**config.mk**
```make
export PLATFORM = sky130hd
export DESIGN_NAME = mdio_station
export DESIGN_NICKNAME = d
export VERILOG_FILES = /design/src/rtl/mdio_station_pkg.sv /design/src/rtl/mdio_clk_div.sv /design/src/rtl/mdio_frame_engine.sv /design/src/rtl/mdio_station.sv
export SDC_FILE = /design/constraint.sdc
export NUM_CORES = 1
export LEC_CHECK = 0
export CAP_MARGIN = 20
export CORE_MARGIN = 2
export CORE_UTILIZATION = 45
export DETAILED_ROUTE_END_ITERATION = 8
export GPL_TIMING_DRIVEN = 0
export HOLD_SLACK_MARGIN = 0.05
export PLACE_DENSITY = 0.77
export REMOVE_ABC_BUFFERS = 1
export SLEW_MARGIN = 15
export SYNTH_ARGS = -nofsm -noshare
export SYNTH_HDL_FRONTEND = slang
export SYNTH_SLANG_ARGS = --single-unit
```
**constraint.sdc**
```tcl
create_clock -name clk -period 3 [get_ports clk]
set_clock_uncertainty 0.1 [all_clocks]
set_input_delay 0.45 -clock clk [delete_from_list [all_inputs] [get_ports clk]]
set_output_delay 0.45 -clock clk [all_outputs]
set_load 0.005 [all_outputs]
```
**src/rtl/mdio_station_pkg.sv**
```systemverilog
package mdio_station_pkg;
  localparam int CMD_W     = 32;
  localparam int DATA_W    = 16;
  localparam int ADDR_W    = 5;
  localparam int DIV_W     = 7;
  localparam int HOLD_W    = 3;
  localparam int PRE_LEN   = 32;
  localparam int FRAME_LEN = PRE_LEN + 2 + 2 + 2 * ADDR_W + 2 + DATA_W;
  localparam int IDX_W     = $clog2(FRAME_LEN);
  localparam int TA_POS    = PRE_LEN + 4 + 2 * ADDR_W;
  localparam int DATA_POS  = TA_POS + 2;
  localparam int DIV_LSB   = 16;
  localparam int HOLD_LSB  = 24;

  typedef enum logic [1:0] {
    OP_ADDR  = 2'd0,
    OP_WRITE = 2'd1,
    OP_RD22  = 2'd2,
    OP_RD45  = 2'd3
  } mgmt_op_e;

  typedef struct packed {
    logic [DATA_W-1:0] payload;
    logic              spare_hi;
    mgmt_op_e          op;
    logic [ADDR_W-1:0] reg_dev;
    logic [ADDR_W-1:0] port_addr;
    logic              ext_fmt;
    logic              spare_lo;
    logic              go;
  } cmd_t;
endpackage

```
**src/rtl/mdio_clk_div.sv**
```systemverilog
module mdio_clk_div
  import mdio_station_pkg::*;
(
  input  logic             clk,
  input  logic             rst_n,
  input  logic             run,
  input  logic [DIV_W-1:0] div,
  output logic             phase_hi,
  output logic [DIV_W-1:0] cnt,
  output logic             half_end,
  output logic             mdc
);
  always_ff @(posedge clk or negedge rst_n) begin
    if (!rst_n) begin
      cnt      <= '0;
      phase_hi <= 1'b0;
    end else if (!run) begin
      cnt      <= '0;
      phase_hi <= 1'b0;
    end else if (cnt >= div) begin
      cnt      <= '0;
      phase_hi <= ~phase_hi;
    end else begin
      cnt <= cnt + 1'b1;
    end
  end

  assign half_end = run && (cnt >= div);
  assign mdc      = ~run | phase_hi;
endmodule

```
**src/rtl/mdio_frame_engine.sv**
```systemverilog
module mdio_frame_engine
  import mdio_station_pkg::*;
(
  input  logic                 clk,
  input  logic                 rst_n,
  input  logic                 start,
  input  logic [FRAME_LEN-1:0] frame_in,
  input  logic                 is_read,
  input  logic [DIV_W-1:0]     div,
  input  logic [HOLD_W-1:0]    hold,
  input  logic                 phase_hi,
  input  logic [DIV_W-1:0]     cnt,
  input  logic                 half_end,
  input  logic                 mdio_i,
  output logic                 busy,
  output logic                 done,
  output logic [DATA_W-1:0]    rdata,
  output logic                 mdio_o,
  output logic                 mdio_oe
);
  localparam logic [IDX_W-1:0] LAST_IDX = IDX_W'(FRAME_LEN - 1);
  localparam logic [IDX_W-1:0] TA_IDX   = IDX_W'(TA_POS);
  localparam logic [IDX_W-1:0] DATA_IDX = IDX_W'(DATA_POS);

  logic [FRAME_LEN-1:0] frame_q;
  logic                 rd_q;
  logic [IDX_W-1:0]     idx;
  logic [IDX_W-1:0]     idx_nxt;
  logic [DIV_W-1:0]     hold_ext, hold_eff;
  logic                 bit_end, rise, mid_set, edge_set, last;

  assign hold_ext = DIV_W'(hold);
  assign hold_eff = (hold_ext > div) ? div : hold_ext;
  assign last     = (idx == LAST_IDX);
  assign idx_nxt  = idx + 1'b1;
  assign bit_end  = busy && phase_hi && half_end;
  assign rise     = busy && !phase_hi && half_end;
  assign mid_set  = busy && !phase_hi && (hold_eff != '0) && (cnt == hold_eff - 1'b1);
  assign edge_set = bit_end && !last && (hold_eff == '0);
  assign done     = bit_end && last;

  function automatic logic bit_at(input logic [FRAME_LEN-1:0] f, input logic [IDX_W-1:0] i);
    logic [IDX_W-1:0] pos;
    pos = LAST_IDX - i;
    return f[pos];
  endfunction

  function automatic logic drive_at(input logic rd, input logic [IDX_W-1:0] i);
    return !(rd && (i >= TA_IDX));
  endfunction

  always_ff @(posedge clk or negedge rst_n) begin
    if (!rst_n) begin
      busy    <= 1'b0;
      idx     <= '0;
      frame_q <= '0;
      rd_q    <= 1'b0;
      rdata   <= '0;
      mdio_o  <= 1'b1;
      mdio_oe <= 1'b0;
    end else if (start) begin
      busy    <= 1'b1;
      idx     <= '0;
      frame_q <= frame_in;
      rd_q    <= is_read;
      rdata   <= '0;
      mdio_o  <= frame_in[FRAME_LEN-1];
      mdio_oe <= 1'b1;
    end else if (busy) begin
      if (rise && rd_q && (idx >= DATA_IDX)) begin
        rdata <= {rdata[DATA_W-2:0], mdio_i};
      end
      if (bit_end) begin
        if (last) begin
          busy    <= 1'b0;
          mdio_o  <= 1'b1;
          mdio_oe <= 1'b0;
        end else begin
          idx <= idx_nxt;
        end
      end
      if (edge_set) begin
        mdio_o  <= bit_at(frame_q, idx_nxt);
        mdio_oe <= drive_at(rd_q, idx_nxt);
      end
      if (mid_set) begin
        mdio_o  <= bit_at(frame_q, idx);
        mdio_oe <= drive_at(rd_q, idx);
      end
    end
  end

  assert_read_release_R5: assert property (@(posedge clk) disable iff (!rst_n)
    (busy && rd_q && (idx > TA_IDX)) |-> !mdio_oe);

  assert_index_bound_R3: assert property (@(posedge clk) disable iff (!rst_n)
    (busy && last && phase_hi && half_end) |=> !busy);
endmodule

```
**src/rtl/mdio_station.sv**
```systemverilog
module mdio_station
  import mdio_station_pkg::*;
(
  input  logic              clk,
  input  logic              rst_n,
  input  logic              cmd_we,
  input  logic [CMD_W-1:0]  cmd_wdata,
  output logic [CMD_W-1:0]  cmd_word,
  input  logic              cfg_we,
  input  logic [CMD_W-1:0]  cfg_wdata,
  output logic [CMD_W-1:0]  cfg_word,
  output logic              mdc,
  output logic              mdio_o,
  output logic              mdio_oe,
  input  logic              mdio_i
);
  localparam logic [CMD_W-1:0] CFG_MASK =
    (CMD_W'((1 << DIV_W) - 1) << DIV_LSB) | (CMD_W'((1 << HOLD_W) - 1) << HOLD_LSB);

  logic [CMD_W-1:1]     cmd_q;
  logic [CMD_W-1:0]     cfg_q;
  logic [DIV_W-1:0]     div;
  logic [HOLD_W-1:0]    hold;
  cmd_t                 wr, cur;
  logic                 busy, done, accept, start;
  logic [FRAME_LEN-1:0] frame;
  logic [DATA_W-1:0]    rdata;
  logic                 phase_hi, half_end;
  logic [DIV_W-1:0]     cnt;

  assign wr     = cmd_t'(cmd_wdata);
  assign cur    = cmd_t'({cmd_q, 1'b0});
  assign accept = cmd_we && !busy;
  assign start  = accept && wr.go;
  assign div    = cfg_q[DIV_LSB +: DIV_W];
  assign hold   = cfg_q[HOLD_LSB +: HOLD_W];

  assign frame = {{PRE_LEN{1'b1}}, 1'b0, ~wr.ext_fmt, wr.op, wr.port_addr, wr.reg_dev,
                  2'b10, wr.payload};

  always_ff @(posedge clk or negedge rst_n) begin
    if (!rst_n) begin
      cmd_q <= '0;
      cfg_q <= '0;
    end else begin
      if (accept) begin
        cmd_q <= cmd_wdata[CMD_W-1:1];
      end else if (done && cur.op[1]) begin
        cmd_q[CMD_W-1 -: DATA_W] <= rdata;
      end
      if (cfg_we) begin
        cfg_q <= cfg_wdata;
      end
    end
  end

  assign cmd_word = {cmd_q, busy};
  assign cfg_word = cfg_q & CFG_MASK;

  mdio_clk_div u_clk_div (
    .clk      (clk),
    .rst_n    (rst_n),
    .run      (busy),
    .div      (div),
    .phase_hi (phase_hi),
    .cnt      (cnt),
    .half_end (half_end),
    .mdc      (mdc)
  );

  mdio_frame_engine u_engine (
    .clk      (clk),
    .rst_n    (rst_n),
    .start    (start),
    .frame_in (frame),
    .is_read  (wr.op[1]),
    .div      (div),
    .hold     (hold),
    .phase_hi (phase_hi),
    .cnt      (cnt),
    .half_end (half_end),
    .mdio_i   (mdio_i),
    .busy     (busy),
    .done     (done),
    .rdata    (rdata),
    .mdio_o   (mdio_o),
    .mdio_oe  (mdio_oe)
  );

  assert_launch_R1: assert property (@(posedge clk) disable iff (!rst_n)
    (cmd_we && !cmd_word[0] && cmd_wdata[0]) |=> cmd_word[0]);

  assert_busy_write_ignored_R2: assert property (@(posedge clk) disable iff (!rst_n)
    (cmd_word[0] && cmd_we && !done) |=> $stable(cmd_word[CMD_W-1:1]));

  assert_idle_bus_R8: assert property (@(posedge clk) disable iff (!rst_n)
    !cmd_word[0] |-> (mdc && !mdio_oe));

  assert_data_moves_low_R7: assert property (@(posedge clk) disable iff (!rst_n)
    (busy && $past(busy) && !$stable(mdio_o)) |-> !mdc);
endmodule

```
== Word-level counts from Yosys, hierarchy flattened ==
Cells that the tools add are included.
Cells by class
  add/sub/neg operators: 5
  $lt $le $gt $ge: 7
  muxes and demuxes: 34
  bitwise logic cells: 4
  reduce and logical (&&, ||, !) cells: 33
  equality and inequality tests: 4
Operator list (number)
  16-bit 2-to-1 mux: 5
  6-bit 2-to-1 mux: 4
  7-bit 2-to-1 mux: 3
  1-bit 2-to-1 mux: 20
  6-bit greater-or-equal comparator, second input constant: 3
  1-bit logical AND: 17
  6-bit by 7-bit < comparator with 1-bit output, second input constant: 2
  1-bit binary-select mux with 6-bit select: 2
  6-bit subtractor, first input constant: 2
  2-bit nonzero test: 4
  4-bit nonzero test: 2
  7-bit by 1-bit adder with 7-bit output, second input constant: 1
  7-bit equality test: 1
  7-bit greater-or-equal comparator: 1
  3-bit by 7-bit > comparator with 1-bit output: 1
  7-bit logical NOT: 1
  7-bit nonzero test: 1
  7-bit by 1-bit subtractor with 7-bit output, second input constant: 1
  6-bit by 1-bit adder with 6-bit output, second input constant: 1
  6-bit equality test, second input constant: 1
  3-bit AND reduction: 2
  1-bit logical NOT: 5
  2-bit inequality test, second input constant: 2
  1-bit NOT: 3
  other kinds (2): 2
Word-level totals
  logic and storage cells: 99
  register bits after elaboration: 123

== Longest topological paths before layout ==
Gate-level depths: netlist (run 1).
  word-level depth: 9
  depth in mapped cells: 12
  mapped depth without buffers: 12

== Cells and area by module ==
A second synthesis (run 1) with hierarchy kept.
Second synthesis, totals
  cell total of the unflattened synthesis: 616
  area, all modules: 7607.3 um2
Modules (own cells, without submodules)
  mdio_frame_engine: sequential area each 2253.4 um2, times used 1, cells an instance 396, area each 5009.8 um2
  mdio_station: sequential area each 1026.0 um2, times used 1, cells an instance 165, area each 2064.5 um2
  mdio_clk_div: sequential area each 200.2 um2, times used 1, cells an instance 55, area each 533.0 um2

== Least setup slack after synthesis (run 1) ==
OpenSTA, ideal clock, no wires.
  kind: register to register
  from: reg cfg_q[19]
  to: reg u_engine.mdio_oe
  arrival: 2746 ps
  period minus slack after synthesis: 2973 ps
  required time: 2774 ps
  stages on the path, launching flop included: 11
  path buffers: 0
  slack: 27 ps
  cells stage by stage: dfrtp_1 -> or4_4 -> a211oi_4 -> mux2i_1 -> ha_1 -> xor2_1 -> nor2_1 -> mux2_2 -> o2111ai_2 -> a41oi_2 -> a221o_1
Between the ends
  cells in the longest elaborated chain, start to end: 9
  elaborated cells on any way between the ends: 20
  classes of those cells: 1 x add/sub; 2 x order compare; 1 x eq/ne; 5 x mux; 11 x reduce/logical
Ends and longest elaborated chain
  start: declaration: line mdio_station.sv:21  | logic [CMD_W-1:0] cfg_q;
  start signal: assignment: line mdio_station.sv:52  | cfg_q <= cfg_wdata;
  parallel branches: the longest is 9 deep, another holds 3-bit by 7-bit > comparator with 1-bit output
  end signal: assignment: line mdio_frame_engine.sv:84  | mdio_oe <= drive_at(rd_q, idx_nxt);
  end signal: assignment: line mdio_frame_engine.sv:88  | mdio_oe <= drive_at(rd_q, idx);
  end: declaration: line mdio_frame_engine.sv:19  | output logic mdio_oe
Several ways; the timed one is not identified. The select of a mux whose other input is x is not followed.
A chain may end at the register's enable or synchronous reset.

== Final worst setup path (run 1) ==
  from: reg cfg_q[20]
  to: reg u_engine.mdio_oe
The elaborated chain is that of the path after synthesis.

==> impl_metrics.env, run 1 <==
export IMPL_tns_ns=-0.139
export IMPL_path_delay_family="compound AO/OA/AOI/OAI gates"
export IMPL_seq_area_frac_synth=0.475
export IMPL_routed_wl_um=11900
export IMPL_antenna_cells=0
export IMPL_synth_edff_count=0
export IMPL_mostFrequentLayoutCell="nand2_1"
export IMPL_drtPass1Iterations=7
export IMPL_hold_viol=0
export IMPL_drive_gt1_frac=0.165
export IMPL_ys_flop_type="dfrtp_1"
export IMPL_cp_depth=10
export IMPL_port_buffers=91
export IMPL_yosys_area_share_simple=0.164
export IMPL_crit_fanout=4
export IMPL_vias=4236
export IMPL_failed_checks="setup timing"
export IMPL_cts_root_buffer="clkbuf_16"
export IMPL_critPathLaunchType="register"
export IMPL_yosysWarnings=0
export IMPL_path_clk_slew_ns=0.07
export IMPL_cts_tree="built"
export IMPL_synth_seq_cells=104
export IMPL_globalplace_congestion=0.881
export IMPL_power_leakage_nw=3.12
export IMPL_ant_nets=0
export IMPL_ir_drop_mv=0.347
export IMPL_slew_viol_final=0
export IMPL_rsz0062_at_grt="yes"
export IMPL_synth_xor_area_frac=0.0255
export IMPL_clock_sinks=104
export IMPL_muxShareOfSynthArea=0.154
export IMPL_route_detailed_drc=0
export IMPL_fillCellCount=1000
export IMPL_reg2reg_depth=10
export IMPL_drt_iter0_drc=239
export IMPL_worst_pin_slew_ns=0.715
export IMPL_dp_hpwl_um=8320
export IMPL_place_ws_ns=-0.323
export IMPL_cts_buffers=9
export IMPL_cp_arrival_ns=3.24
export IMPL_grt_use_total=0.193
export IMPL_p_per_area_mw_per_mm2=715
export IMPL_fp_dieH_um=114
export IMPL_setup_viol=2
export IMPL_routedWlPerCell_um=15.0
export IMPL_insertion_delay_ns=0.35
export IMPL_async_flop_share=1.00
export IMPL_grt_pass1_vias=4175
export IMPL_period_share=1.03
export IMPL_endpoint_kind="register"
export IMPL_slew_headroom=0.521
export IMPL_netlist_area_sq_mm=0.00549
export IMPL_grt_max_degree=88
export IMPL_yosysUniqueCellTypes=55
export IMPL_crit_slowest_cell="or4_4"
export IMPL_critical_path_class="reg2reg"
export IMPL_synth_compound_area_frac=0.0878
export IMPL_synthToLayoutAreaGrowth_pct=28.4
export IMPL_clockBufferDepth=2
export IMPL_die_area_sq_mm=0.0131
export IMPL_cp_num_buf_inv=0
export IMPL_fmax_mhz=322
export IMPL_dp_cells=760
export IMPL_min_period_ns=3.10
export IMPL_start_util=0.459
export IMPL_synth_top_family_by_area="simple AND/OR/NAND/NOR gates"
export IMPL_path_cells="or4_4, a211oi_4, mux2i_2, ha_2, xor2_2, nor2_1, mux2_4, o2111ai_4, a41oi_2, a221o_1"
export IMPL_finalNonFillerCells=796
export IMPL_hp_class="reg2reg"
export IMPL_utilization=0.589
export IMPL_outcome="complete, but fails checks"
export IMPL_rows=40
export IMPL_h_tree_depth=3
export IMPL_ios=136
export IMPL_fin_ws_ns=-0.104
export IMPL_antenna_found_initial=0
export IMPL_die_w_um=114
export IMPL_maxCapViolCount=0
export IMPL_synth_adder_area_share=0.0319
export IMPL_nNetsFinal=727
export IMPL_vias_per_cell=5.32
export IMPL_mostFrequentLayoutCells="146 x nand2_1, 99 x dfrtp_1, 90 x clkdlybuf4s50_1, 43 x o21ai_0, 34 x mux2i_1"
export IMPL_whs_path_depth=2
export IMPL_worstPathRequired_ns=3.14
export IMPL_slowest_delay_ns=0.55
export IMPL_syn_area_per_cell_sq_um=9.99
export IMPL_syn_inst=549
export IMPL_overflow=0
export IMPL_coreArea_sq_mm=0.0120
export IMPL_grt_pass1_wl_um=20100
==> cells in the mapped netlist (6+ instances only) <==
| cell type | instances | area, sq um |
|---|---|---|
| buf_4 | 23 | 173 |
| clkbuf_1 | 26 | 97.6 |
| dfrtp_1 | 103 | 2580 |
| ha_1 | 14 | 175 |
| inv_1 | 12 | 45.0 |
| mux2_2 | 23 | 259 |
| mux2i_1 | 36 | 360 |
| mux4_2 | 10 | 225 |
| nand2_1 | 147 | 552 |
| nand3_1 | 10 | 50.1 |
| nor2_1 | 21 | 78.8 |
| o21ai_0 | 43 | 215 |
| xnor2_1 | 10 | 87.6 |
| xor2_1 | 6 | 52.6 |
==> kinds of logic (layout without fill, tap and decap cells) <==
kind of cell	after synthesis	in the layout
xor gates and xnor gates	16	16
and+or+nand+nor	207	207
DFF	104	104
other	1	22
muxes	69	69
AOI/OAI and AO/OA	72	72
adders and majority gates	14	14
buffers and inverters	66	145
==> final timing paths <==
kind	from	end	slack [ns]
setup reg to reg	cfg_q[20]$_DFFE_PN0P_	u_engine.mdio_oe$_DFFE_PN0P_	-0.10
hold / removal	cmd_q[24]$_DFFE_PN0P_	cmd_q[24]$_DFFE_PN0P_	0.39
max in group asynchronous	rst_n	u_engine.mdio_o$_DFFE_PN1P_	1.73
setup / recovery	cfg_q[20]$_DFFE_PN0P_	u_engine.mdio_oe$_DFFE_PN0P_	-0.10
min in group asynchronous	rst_n	cfg_q[24]$_DFFE_PN0P_	0.41
hold reg to reg	cmd_q[24]$_DFFE_PN0P_	cmd_q[24]$_DFFE_PN0P_	0.39
==> worst min-delay path, stage by stage (launching register included) <==
cell	delay, ns
dfrtp_1	0.34
nand2_1	0.05
o21ai_0	0.06
==> per-layer routing <==
metal | track usage | vias up | wire length [um]
li1 | - | 2020 | -
met3 | 0.0339 | 22 | 539
met4 | 0.0862 | 0 | 295
met2 | 0.318 | 136 | 5810
met1 | 0.251 | 2058 | 5290
met5 | 0 | - | 0
==> through the flow <==
stage               cell area [sq um]  total power [mW]  hold WS (ns)
CTS                              6970              5.05         0.392
global placement                 6360              3.67         0.366
finish                           7050              5.04         0.385
detailed placement               6490              3.76         0.198
global route                     7050              5.35         0.421
floorplan                        5270              3.01        0.0544
==> layout make-up <==
cell class,instances,area [sq um],share of cell area
clock buffer,10,239,0.0339
clock inverter,6,66.3,0.00941
sequential,104,2610,0.370
tap,147,184,0.0261
inverter,12,45.0,0.00639
multi-input combinational,400,2740,0.389
timing repair buffer,117,1160,0.165
==> where the power goes <==
part	switching [mW]	internal, mW	total (mW)
Clock	0.527	0.674	1.20
Combinational	0.712	1.03	1.74
Sequential	0.357	1.73	2.09
==> repair_timing <==
item / 4_1_cts / 5_1_grt
hold buffers: 1 / 0
pin swaps: 4 / 7
resized for setup: 17 / 2
setup buffers: 12 / 7
endpoints found under the setup margin: 14 / 8
endpoints found under the hold margin: 17 / 0
==> state kept, by name, summed over array words and instances (netlist names) <==
register            cells
cfg_q                  10
cmd_q                  31
u_clk_div.cnt           7
u_clk_div.phase_hi      1
u_engine.busy           1
u_engine.frame_q       30
u_engine.idx            6
u_engine.mdio_o         1
u_engine.mdio_oe        1
u_engine.rdata         16
Note: power is estimated with default switching activity, not from simulation.
==> inputs of run 2 (changes only) <==
--- a/config.mk
+++ b/config.mk
@@ -5,7 +5,7 @@
 export SDC_FILE = /design/constraint.sdc
 export NUM_CORES = 1
 export LEC_CHECK = 0
-export CAP_MARGIN = 20
+export CAP_MARGIN = 30
 export CORE_MARGIN = 2
 export CORE_UTILIZATION = 45
 export DETAILED_ROUTE_END_ITERATION = 8
==> run 2 against run 1 <==
Against the previous run: the flow still finishes with violations (setup timing); sequential power barely moved; first-iteration DRC count is 1.7% lower; worst setup slack lost 0.034 ns; critical path depth unchanged; non-clock buffer count rose by 2; final cell count rose by 0.25%; via count is 1.4% lower; register-to-register slack lost 0.03 ns; critical path type unchanged; largest cell class unchanged.
==> impl_metrics.env, run 2 (same netlist as run 1, synthesis figures left out) <==
export IMPL_place_ws_ns=-0.331
export IMPL_vias_per_cell=5.23
export IMPL_die_area_sq_mm=0.0131
export IMPL_period_share=1.05
export IMPL_mostFrequentLayoutCell="nand2_1"
export IMPL_drt_iter0_drc=235
export IMPL_vias=4176
export IMPL_cts_tree="built"
export IMPL_crit_slowest_cell="or4_4"
export IMPL_mostFrequentLayoutCells="146 x nand2_1, 101 x dfrtp_1, 90 x clkdlybuf4s50_1, 43 x o21ai_0, 34 x mux2i_1"
export IMPL_path_clk_slew_ns=0.07
export IMPL_failed_checks="setup timing"
export IMPL_routed_wl_um=12000
export IMPL_port_buffers=91
export IMPL_fin_ws_ns=-0.138
export IMPL_crit_fanout=4
export IMPL_fp_dieH_um=114
export IMPL_p_per_area_mw_per_mm2=713
export IMPL_synthToLayoutAreaGrowth_pct=28.7
export IMPL_antenna_cells=0
export IMPL_worstSetupEndpoint="u_engine.mdio_oe$_DFFE_PN0P_"
export IMPL_drtPass1Iterations=5
export IMPL_tns_ns=-0.205
export IMPL_dp_hpwl_um=8350
export IMPL_cp_depth=10
export IMPL_min_period_ns=3.14
export IMPL_maxCapViolCount=0
export IMPL_cp_arrival_ns=3.27
export IMPL_r2r_start="cfg_q[19]$_DFFE_PN0P_"
export IMPL_outcome="complete, but fails checks"
export IMPL_utilization=0.590
export IMPL_setup_viol=2
export IMPL_dp_cells=761
export IMPL_cp_num_buf_inv=0
export IMPL_coreArea_sq_mm=0.0120
export IMPL_routedWlPerCell_um=15.0
export IMPL_grt_use_total=0.191
export IMPL_clock_sinks=104
export IMPL_finalNonFillerCells=798
export IMPL_cts_root_buffer="clkbuf_16"
export IMPL_insertion_delay_ns=0.35
export IMPL_grt_pass1_vias=4129
export IMPL_ir_drop_mv=0.386
export IMPL_worstPathRequired_ns=3.13
export IMPL_slowest_delay_ns=0.57
export IMPL_rows=40
export IMPL_seq_area_sq_mm=0.00261
export IMPL_overflow=0
export IMPL_fillCellCount=1019
export IMPL_grt_pass1_wl_um=19900
export IMPL_p_total_mw=5.03
export IMPL_endpoint_kind="register"
export IMPL_r2r_slack_ns=-0.14
export IMPL_power_leakage_nw=3.12
export IMPL_ios=136
export IMPL_slew_headroom=0.519
export IMPL_reg2reg_depth=10
export IMPL_critPathLaunchType="register"
export IMPL_top_regs="cmd_q x31, u_engine.frame_q x30, u_engine.rdata x16"
export IMPL_hp_class="reg2reg"
export IMPL_h_tree_depth=3
export IMPL_critical_path_class="reg2reg"
export IMPL_globalplace_congestion=0.881
export IMPL_rsz0062_at_grt="yes"
export IMPL_slew_viol_final=0
export IMPL_antenna_found_initial=0
export IMPL_stdcell_area_sq_mm=0.00706
export IMPL_hold_viol=0
export IMPL_cts_buffers=9
export IMPL_multi_input_comb_area_sq_mm=0.00274
export IMPL_top_register="cmd_q"
export IMPL_reg2reg_to="u_engine.mdio_oe$_DFFE_PN0P_"
export IMPL_path_delay_family="compound AO/OA/AOI/OAI gates"
export IMPL_clockBufferDepth=2
export IMPL_path_cells="or4_4, a211oi_4, mux2i_2, ha_2, xor2_2, nor2_1, mux2_4, o2111ai_4, a41oi_2, a221o_1"
export IMPL_drive_gt1_frac=0.164
export IMPL_die_w_um=114
export IMPL_worst_pin_slew_ns=0.722
export IMPL_cp_startpoint="cfg_q[19]$_DFFE_PN0P_"
export IMPL_ant_nets=0
export IMPL_nNetsFinal=729
export IMPL_largest_reg_flops=31
export IMPL_dpl_instance_area_sq_mm=0.00650
export IMPL_fmax_mhz=319
export IMPL_grt_max_degree=88
export IMPL_route_detailed_drc=0
export IMPL_start_util=0.459
export IMPL_whs_ns=0.387
-- run 2: changes by cell type in the layout (fill, tap and decap cells not counted), sizes merged --
cell,previous run,this run
inv,14,15
clkinvlp,0,2
clkinv,3,1
buf,26,28
clkbuf,10,9
-- run 2: how the worst min path moves through the flow --
stage	cells past startpoint	endpoint	slack, ns	startpoint
after global placement	2	cmd_q[28]$_DFFE_PN0P_	0.37	cmd_q[28]$_DFFE_PN0P_
after detailed placement	1	cfg_q[25]$_DFFE_PN0P_	0.20	rst_n
after CTS	2	cmd_q[23]$_DFFE_PN0P_	0.39	cmd_q[23]$_DFFE_PN0P_
final	2	cmd_q[24]$_DFFE_PN0P_	0.39	cmd_q[24]$_DFFE_PN0P_
after floorplan	0	cfg_q[16]$_DFFE_PN0P_	0.05	rst_n
after global routing	2	cmd_q[23]$_DFFE_PN0P_	0.42	cmd_q[23]$_DFFE_PN0P_
-- run 2: cell type report --
type	instances	area share
inverters	12	0.00638
well taps	147	0.0260
clock inverters	7	0.0108
repair buffers	119	0.168
clock buffers	9	0.0319
flip-flops and latches	104	0.369
multi-input cells	400	0.388
-- run 2: metal layers --
| metal | track usage | share of wire |
|---|---|---|
| met1 | 0.249 | 0.45 |
| met5 | 0 | 0 |
| met3 | 0.0323 | 0.044 |
| met4 | 0.0699 | 0.016 |
| met2 | 0.321 | 0.49 |
-- run 2: what timing repair did --
| item | in CTS | in global routing |
|---|---|---|
| endpoints found under the setup margin | 14 | 8 |
| hold endpoints to repair | 17 | 0 |
| setup buffers | 13 | 7 |
| pin swaps | 4 | 6 |
| gates resized for setup | 15 | 2 |
| hold buffers | 1 | 0 |
-- run 2: where the power goes --
part,internal (mW),switching (mW)
Sequential,1.73,0.328
Combinational,1.04,0.741
Clock,0.654,0.534
-- run 2: worst reg2reg max path, delay by kind of cell (launching register included) --
family | cells | cell delay (ns)
fa+ha+maj | 1 | 0.27
mux | 2 | 0.61
xor+xnor | 1 | 0.18
simple gates | 2 | 0.63
compound gates | 4 | 0.86
flops | 1 | 0.39
